### config.mk
export PLATFORM = sky130hd
export DESIGN_NAME = mbp_word_tx
export DESIGN_NICKNAME = d
export VERILOG_FILES = /design/src/rtl/mbp_pkg.sv /design/src/rtl/mbp_seq.sv /design/src/rtl/mbp_halfgen.sv /design/src/rtl/mbp_word_tx.sv
export SDC_FILE = /design/constraint.sdc
export NUM_CORES = 1
export LEC_CHECK = 0
export BUFFER_PORTS_ARGS = -buffer_cell sky130_fd_sc_hd__buf_2
export CAP_MARGIN = 20
export CORE_MARGIN = 2
export CORE_UTILIZATION = 55
export CTS_CLUSTER_DIAMETER = 80
export DETAILED_ROUTE_END_ITERATION = 8
export PLACE_DENSITY_LB_ADDON = 0.1
export SKIP_LAST_GASP = 1
export SLEW_MARGIN = 0
export SYNTH_ARGS = -nofsm -noshare
export SYNTH_HDL_FRONTEND = slang
export SYNTH_SLANG_ARGS = --single-unit
export TNS_END_PERCENT = 1
### constraint.sdc
create_clock -name clk -period 3.4 [get_ports clk]
set_input_delay 0.51 -clock clk [delete_from_list [all_inputs] [get_ports clk]]
set_output_delay 0.51 -clock clk [all_outputs]
set_load 0.02 [all_outputs]
### src/rtl/mbp_pkg.sv
package mbp_pkg;

    localparam int WORD_W_DEF    = 16;
    localparam int SYNC_BITS_DEF = 3;

    typedef enum logic {
        SYNC_CMD  = 1'b0,
        SYNC_DATA = 1'b1
    } sync_kind_e;

    // Cycles in one frame: two half-bits per bit time (sync + data + parity).
    function automatic int frame_cycles(input int data_w, input int sync_bits);
        return 2 * (sync_bits + data_w + 1);
    endfunction

    // Odd parity bit: set when the word holds an even number of ones.
    function automatic logic odd_parity16(input logic [15:0] w);
        return ~(^w);
    endfunction

endpackage

### src/rtl/mbp_seq.sv
module mbp_seq #(
    parameter int FRAME_CYC = 40,
    parameter int CNT_W     = 6
) (
    input  logic             clk,
    input  logic             rst,
    input  logic             start,
    output logic             busy,
    output logic [CNT_W-1:0] cnt,
    output logic             load,
    output logic             fin
);

    localparam logic [CNT_W-1:0] LAST = CNT_W'(FRAME_CYC);

    assign load = start & ~busy;
    assign fin  = busy & (cnt == LAST);

    always_ff @(posedge clk) begin
        if (rst) begin
            busy <= 1'b0;
            cnt  <= '0;
        end else if (load) begin
            busy <= 1'b1;
            cnt  <= CNT_W'(1);
        end else if (fin) begin
            busy <= 1'b0;
            cnt  <= '0;
        end else if (busy) begin
            cnt  <= cnt + CNT_W'(1);
        end
    end

endmodule

### src/rtl/mbp_halfgen.sv
module mbp_halfgen
    import mbp_pkg::*;
#(
    parameter int DATA_W    = 16,
    parameter int SYNC_BITS = 3,
    parameter int IDX_W     = 6
) (
    input  logic [DATA_W-1:0] word,
    input  sync_kind_e        sync,
    input  logic [IDX_W-1:0]  idx,
    output logic              level
);

    localparam int SYNC_CYC = 2 * SYNC_BITS;
    localparam int BSEL_W   = $clog2(DATA_W + 1);

    logic [DATA_W:0]  payload;   // data bits then parity, LSB = parity
    logic [DATA_W:0]  msb_first; // index 0 = first bit sent
    logic [IDX_W-1:0] rel;
    logic [BSEL_W-1:0] bsel;
    logic             bit_val;

    assign payload = {word, ~(^word)};

    for (genvar g = 0; g <= DATA_W; g++) begin : g_order
        assign msb_first[g] = payload[DATA_W - g];
    end

    assign rel     = idx - IDX_W'(SYNC_CYC);
    assign bsel    = rel[BSEL_W:1];
    assign bit_val = msb_first[bsel];

    always_comb begin
        if (idx < IDX_W'(SYNC_BITS)) begin
            level = (sync == SYNC_CMD);
        end else if (idx < IDX_W'(SYNC_CYC)) begin
            level = (sync == SYNC_DATA);
        end else begin
            level = rel[0] ? ~bit_val : bit_val;
        end
    end

endmodule

### src/rtl/mbp_word_tx.sv
module mbp_word_tx
    import mbp_pkg::*;
#(
    parameter int DATA_W    = WORD_W_DEF,
    parameter int SYNC_BITS = SYNC_BITS_DEF
) (
    input  logic              clk,
    input  logic              rst,
    input  logic              start_i,
    input  logic [DATA_W-1:0] word_i,
    input  logic              sync_is_data_i,
    output logic              tx_line_o,
    output logic              tx_en_o,
    output logic              done_o
);

    localparam int FRAME_CYC = frame_cycles(DATA_W, SYNC_BITS);
    localparam int CNT_W     = $clog2(FRAME_CYC + 1);

    logic              busy, load, fin;
    logic [CNT_W-1:0]  cnt;
    logic [DATA_W-1:0] word_q, word_src;
    sync_kind_e        sync_q, sync_src;
    logic [CNT_W-1:0]  idx;
    logic              level;
    logic              line_q, done_q;

    mbp_seq #(
        .FRAME_CYC(FRAME_CYC),
        .CNT_W    (CNT_W)
    ) u_seq (
        .clk  (clk),
        .rst  (rst),
        .start(start_i),
        .busy (busy),
        .cnt  (cnt),
        .load (load),
        .fin  (fin)
    );

    // On the accepting edge the first half-bit comes straight from the inputs.
    assign word_src = busy ? word_q : word_i;
    assign sync_src = busy ? sync_q : sync_kind_e'(sync_is_data_i);
    assign idx      = busy ? cnt : '0;

    mbp_halfgen #(
        .DATA_W   (DATA_W),
        .SYNC_BITS(SYNC_BITS),
        .IDX_W    (CNT_W)
    ) u_gen (
        .word (word_src),
        .sync (sync_src),
        .idx  (idx),
        .level(level)
    );

    always_ff @(posedge clk) begin
        if (rst) begin
            word_q <= '0;
            sync_q <= SYNC_CMD;
            line_q <= 1'b0;
            done_q <= 1'b0;
        end else begin
            if (load) begin
                word_q <= word_i;
                sync_q <= sync_kind_e'(sync_is_data_i);
            end
            line_q <= (load || (busy && !fin)) ? level : 1'b0;
            done_q <= fin;
        end
    end

    assign tx_line_o = line_q;
    assign tx_en_o   = busy;
    assign done_o    = done_q;

endmodule

# [Yosys cells after proc, flatten, opt, wreduce, memory -nomap -nowiden]
# Index checks and enable logic that the tools add are counted.
[classes] n_addsub=2 order_cmp=3 eq_ne=1 n_mux=13 n_bitwise=7 n_reduce_logical=8
[ops] op="$mux 16" n=1
[ops] op="$reduce_xor 16->1" n=1
[ops] op="$mux 1" n=10
[ops] op="$add 6x1->6 const B" n=1
[ops] op="$eq 6x6->1 const B" n=1
[ops] op="$lt 5x6->1 const B" n=1
[ops] op="$lt 6x2->1 const B" n=1
[ops] op="$lt 6x3->1 const B" n=1
[ops] op="$mux 6" n=1
[ops] op="$sub 6x3->6 const B" n=1
[ops] op="$bmux 1 s5" n=1
[ops] op="$not 1->1" n=5
[ops] op="$reduce_bool 3->1" n=1
[ops] op="$reduce_or 3->1" n=1
[ops] op="$and 1x1->1" n=2
[ops] op="$reduce_bool 2->1" n=1
[ops] op="$reduce_or 2->1" n=1
[ops] op="$logic_and 1x1->1" n=1
[ops] op="$logic_not 1->1" n=1
[ops] op="$logic_or 1x1->1" n=1
[totals] regBits=26 in_bits=20 out_inout_bits=3 word_cells=41

# [Longest topological paths before layout]
[logic_depth] depth_word=9 ltp_mapped=12 depth_no_buf=10

# [By module]
# From an unflattened synthesis, not the netlist that was laid out.
[unflattened] cells_unflattened=188 area_unflattened_um2=1889.3
[modules_own_cells] module="mbp_word_tx" instances=1 cells_per_inst=87 area_per_inst_um2=1001.0 seq_area_each_um2=380.4
[modules_own_cells] module="mbp_halfgen" instances=1 cells_per_inst=65 area_per_inst_um2=544.3 seq_area_each_um2=0.0
[modules_own_cells] module="mbp_seq" instances=1 cells_per_inst=36 area_per_inst_um2=344.1 seq_area_each_um2=140.1

# [Worst setup path before layout]
# OpenSTA, ideal clock, no wires.
[synth_timing] kind="register to register" start="reg u_seq.busy" end="reg line_q (netlist: tx_line_o)" setup_time_ns=0.122 arrival_time_ns=2.611 t_required_ns=3.278 path_slack_ns=0.667 path_stages_with_launch=13 path_buffers=3 synth_period_minus_slack_ns=2.733 cell_sequence="dfxtp_1 > buf_6 > buf_4 > clkbuf_1 > and2_1 > ha_1 > a21bo_2 > a221oi_1 > o32ai_1 > o221a_1 > xnor2_2 > o32ai_2 > nor3_2"
[synth_between] elab_chain_cells=9 word_cells_on_any_way=23 cone_classes="add/sub (1); order compare (2); mux (8); bitwise (7); reduce/logical (5)"
[synth_rtl] item="from (decl)" line="mbp_seq.sv:8" source="output logic busy,"
[synth_rtl] item="from (signal assigned)" line="mbp_seq.sv:21" source="busy <= 1'b0;"
[synth_rtl] item="from (signal assigned)" line="mbp_seq.sv:24" source="busy <= 1'b1;"
[synth_rtl] item="from (signal assigned)" line="mbp_seq.sv:27" source="busy <= 1'b0;"
[synth_rtl] item="branches (longest 9 deep; another with $sub 6x3->6)"
[synth_rtl] item="to (signal assigned)" line="mbp_word_tx.sv:68" source="line_q <= (load || (busy && !fin)) ? level : 1'b0;"
[synth_rtl] item="to (decl)" line="mbp_word_tx.sv:26" source="logic line_q, done_q;"
# Parallel ways; which one is timed is not known. The select of a mux whose other input is x is not followed.
# A chain may end at the register's enable or synchronous reset.

# [Final worst setup path]
[layout_timing] start="reg u_seq.cnt[1]" end="reg line_q (netlist: tx_line_o)"
[layout_between] elab_chain_cells=8 word_cells_on_any_way=17 cone_classes="add/sub (1); order compare (2); eq/ne (1); mux (6); bitwise (3); reduce/logical (4)"
[layout_rtl] item="from (decl)" line="mbp_seq.sv:9" source="output logic [CNT_W-1:0] cnt,"
[layout_rtl] item="from (signal assigned)" line="mbp_seq.sv:30" source="cnt <= cnt + CNT_W'(1);"
[layout_rtl] item="$mux 6" line="mbp_word_tx.sv:44" source="assign idx = busy ? cnt : '0;"
[layout_rtl] item="$sub 6x3->6" line="mbp_halfgen.sv:29" source="assign rel = idx - IDX_W'(SYNC_CYC);"
[layout_rtl] item="$bmux 1 s5" line="mbp_halfgen.sv:31" source="assign bit_val = msb_first[bsel];"
[layout_rtl] item="$mux 1 (implied by the code)" line="mbp_halfgen.sv:31"
[layout_rtl] item="$not 1->1" line="mbp_halfgen.sv:39" source="level = rel[0] ? ~bit_val : bit_val;"
[layout_rtl] item="$mux 1" line="mbp_halfgen.sv:39"
[layout_rtl] item="$mux 1" line="mbp_halfgen.sv:36" source="end else if (idx < IDX_W'(SYNC_CYC)) begin"
[layout_rtl] item="$mux 1" line="mbp_halfgen.sv:34" source="if (idx < IDX_W'(SYNC_BITS)) begin"
# Parallel ways exist; a longest one is shown, timed or not. The select of a mux whose other input is x is not followed.

==> impl_results.md <==
- Post-cts sizing count: 0
- Slowest cell on the critical path: a2111oi_0
- Worst setup EP type: register
- Worst setup SP type: register
- Worst EP arrival: approximately 2900 ps
- Die area: between 3000 and 4000 um^2
- HP Start: sync_is_data_i
- MaxCap Viol Count: 0
- H-Tree Depth: 1
- Hold Path End: sync_q
- Worst-case clock buffer depth: 2
- DPL Wire Length: 2728 um
- Post-synth top flop: dfxtp_1
- First-pass GRT wire length: between 6000 and 7000 um
- Setup_tns: 0 ps
- CP max stage delay: ~360 ps
- Syn_area_per_cell: around 8.0 um^2
- Worst Skew: 8.469 ps
- Area of the mapped netlist: between 1500 and 2000 um^2
- Hold buffer count at CTS: 0
- Fin. Hold Viols: 0
- Post-Synthesis Cells: around 220
- Sink Count: 26
- CTS root buf: clkbuf_4
- Mux share of post-synthesis cell area: under 10%
- Post-synth top area share: around 30%
- Setup CP Type: register to register
- Number of synthesized flops with an enable pin: 0
- Seq/Total Area, Yosys: between 20 and 30%
- DR iter-0 viols: 64
- Top cells by area, synth: dfxtp_1 30%, nand2_1 9.7%, xor2_1 9.5%
- Adder-cell share of the synthesized area: under 10%
- Outcome: finished clean
- Gp weighted congestion: 0.8233
- R2r worst-path depth: 11
- Post-CTS Setup Inserts: 0
- Reg clk slew, reported paths: 150 ps
- Number of I/O port buffers: 22
- Reg2reg setup slack: between 700 and 800 ps
- Async set-reset flop share out of synthesis: 0%
- Largest net degree at the start of global routing: 29
- Largest family of logic cells by synthesized area: simple AND/OR/NAND/NOR gates
- CP Max Fanout: 16
- DR DRC count: 0
- Antenna viol nets, final: 0
- # nets final: approximately 260
- Vias: roughly 1.5k
- Core footprint: 3028 um^2
- Least-Margin Pin Slew: approximately 620 ps
- Commonest non-fill, non-tap cells in the layout: 45 x nand2_1, 26 x dfxtp_1, 22 x a21oi_1, 22 x buf_2, 19 x xor2_1
- Total GRT Usage: a little under a quarter
- Drt first pass iters: 4
- Ys Warns: 0
- Total Power: around 660 uW
- IO Count: 23
- Launch point of the worst reg-to-reg path: u_seq.cnt[1]
- Xor/xnor cell area share of the yosys netlist: approximately 15%
- Skew-Pair Late Insertion Delay: about 330 ps
- DRT Wirelength: 3727 um
- Layout filler cell count: 291
- Unrepaired setup endpoints after global routing: false
- Floorplan row count: 20
- Worst hold stages: 3
- R2R Path End: tx_line_o
- Vias in the first global route: between 1k and 1.5k
- Slew HR: around three fifths
- Final Max Slew Viols: 0
- Minimum clock period: roughly 2600 ps
- Period utilization: between 70 and 80%
- Finish-stage setup viols: 0
- Cell taking the most area after synthesis: dfxtp_1
- Via density: ~5.5
- Initial antenna violation count: 0
- Critical path cell sequence: buf_4, inv_1, nor2_1, ha_1, and3b_1, a2111oi_0, o32ai_1, o221a_1, xnor2_2, o32ai_2, nor3_2
- Distinct cells, synth: 43
- Drt wl/cell: 13.50 um
- Critical path's top delay family: compound AO/OA/AOI/OAI gates
- Layout cells sized above 1: 15.52%
- Starting Density: approximately 58%
- Worst Hold Class: input pin to register
- Peak supply drop: ~0.00017 V
- WP data required: ~3700 ps
- Syn-to-layout area delta: 7.604%
- Leakage Power: 0.0007811 uW
- Post-Synth Simple-Gate Area: roughly a fifth
- Total CTS buffers: 3
- Overflow after GRT: 0
- TritonCTS clock tree: done
- Die Y: a little over 60 um
- Antenna diodes: 0
- Fmax: around 380 MHz
- CP bufs+invs: 2
- Pwr Density: between 300 and 400 nW/um^2
- Synthesized Nets: approximately 240
- Commonest non-fill, non-tap cell in the layout: nand2_1
- Yosys reg bits: 26
- Die X: just over 60 um
- Synth Area in Compound Gates: between 10% and 20%
==> tightest hold or removal path: stages <==
cell     delay (ps)
buf_2           110
nand2_1          50
a21oi_1          50
==> synthesized netlist by cell type, types with 2 or more instances <==
| library cell | instances |
|---|---|
| nand4_1 | 5 |
| a2111oi_0 | 3 |
| nor2_1 | 15 |
| nor3_1 | 3 |
| clkbuf_1 | 9 |
| buf_6 | 4 |
| a21oi_1 | 22 |
| xnor2_1 | 10 |
| inv_1 | 3 |
| nand2_1 | 45 |
| o21ai_0 | 6 |
| nand3_1 | 2 |
| ha_1 | 3 |
| xor2_1 | 19 |
| mux2i_1 | 16 |
| dfxtp_1 | 26 |
==> logic make-up (layout without fill, tap and decap cells) <==
| kind of cell | after synthesis | after routing |
|---|---|---|
| flops | 26 | 26 |
| compound gates | 43 | 43 |
| mux | 17 | 17 |
| simple gates | 80 | 80 |
| buf+inv | 19 | 33 |
| xor+xnor | 30 | 30 |
| fa+ha+maj | 3 | 3 |
==> metrics by stage <==
stage | worst slack [ps] | hold slack [ps] | utilization [%] | cell area (um^2) | cells
5_1_grt | 544.8 | 399.8 | 61.98 | 1877 | 276
3_5_place_dp | 836.9 | 479.7 | 60.54 | 1833 | 271
2_1_floorplan | 667.3 | 458.3 | - | 1744 | 218
3_3_place_gp | 970.8 | 469.9 | 60.54 | 1833 | 271
4_1_cts | 803.2 | 400.0 | 61.74 | 1869 | 275
6_report | 769.7 | 411.3 | 61.98 | 1877 | 276
==> worst max path at each step <==
stage               cells after the start         start  slack (ps)        end
global placement                       11  u_seq.cnt[1]         970  tx_line_o
floorplan                              12    u_seq.busy         670  tx_line_o
CTS                                    11  u_seq.cnt[1]         800  tx_line_o
detailed placement                     11  u_seq.cnt[1]         840  tx_line_o
finish                                 11  u_seq.cnt[1]         770  tx_line_o
global route                           11  u_seq.cnt[1]         540  tx_line_o
==> flip-flops by register name (all words and copies together), names as in the netlist <==
name        cells
word_q         16
u_seq.cnt       6
done_o          1
sync_q          1
tx_line_o       1
u_seq.busy      1
==> layout make-up <==
class,instances,area [um^2],share of cell area (%)
clock buffers,4,36.28,1.933
repair buffers,25,132.6,7.067
well taps,44,55.05,2.933
multi-input cells,173,1115,59.40
flip-flops and latches,26,520.5,27.73
inverters,4,17.52,0.9333
==> per-layer routing <==
layer / global-route usage [%] / wire length (um)
met5: 0 / 0
met4: 10.16 / 55
met3: 3.463 / 141
met2: 40.53 / 1873
met1: 27.28 / 1657
==> where the power goes <==
| group | internal [uW] | switching, uW | leakage (uW) | total (uW) |
|---|---|---|---|---|
| clock network | 65.6 | 93.9 | 0.0000210 | 160 |
| registers | 320 | 14.7 | 0.000213 | 334 |
| logic | 77.0 | 92.4 | 0.000547 | 169 |
No activity file was read; power rests on OpenSTA's default activity.
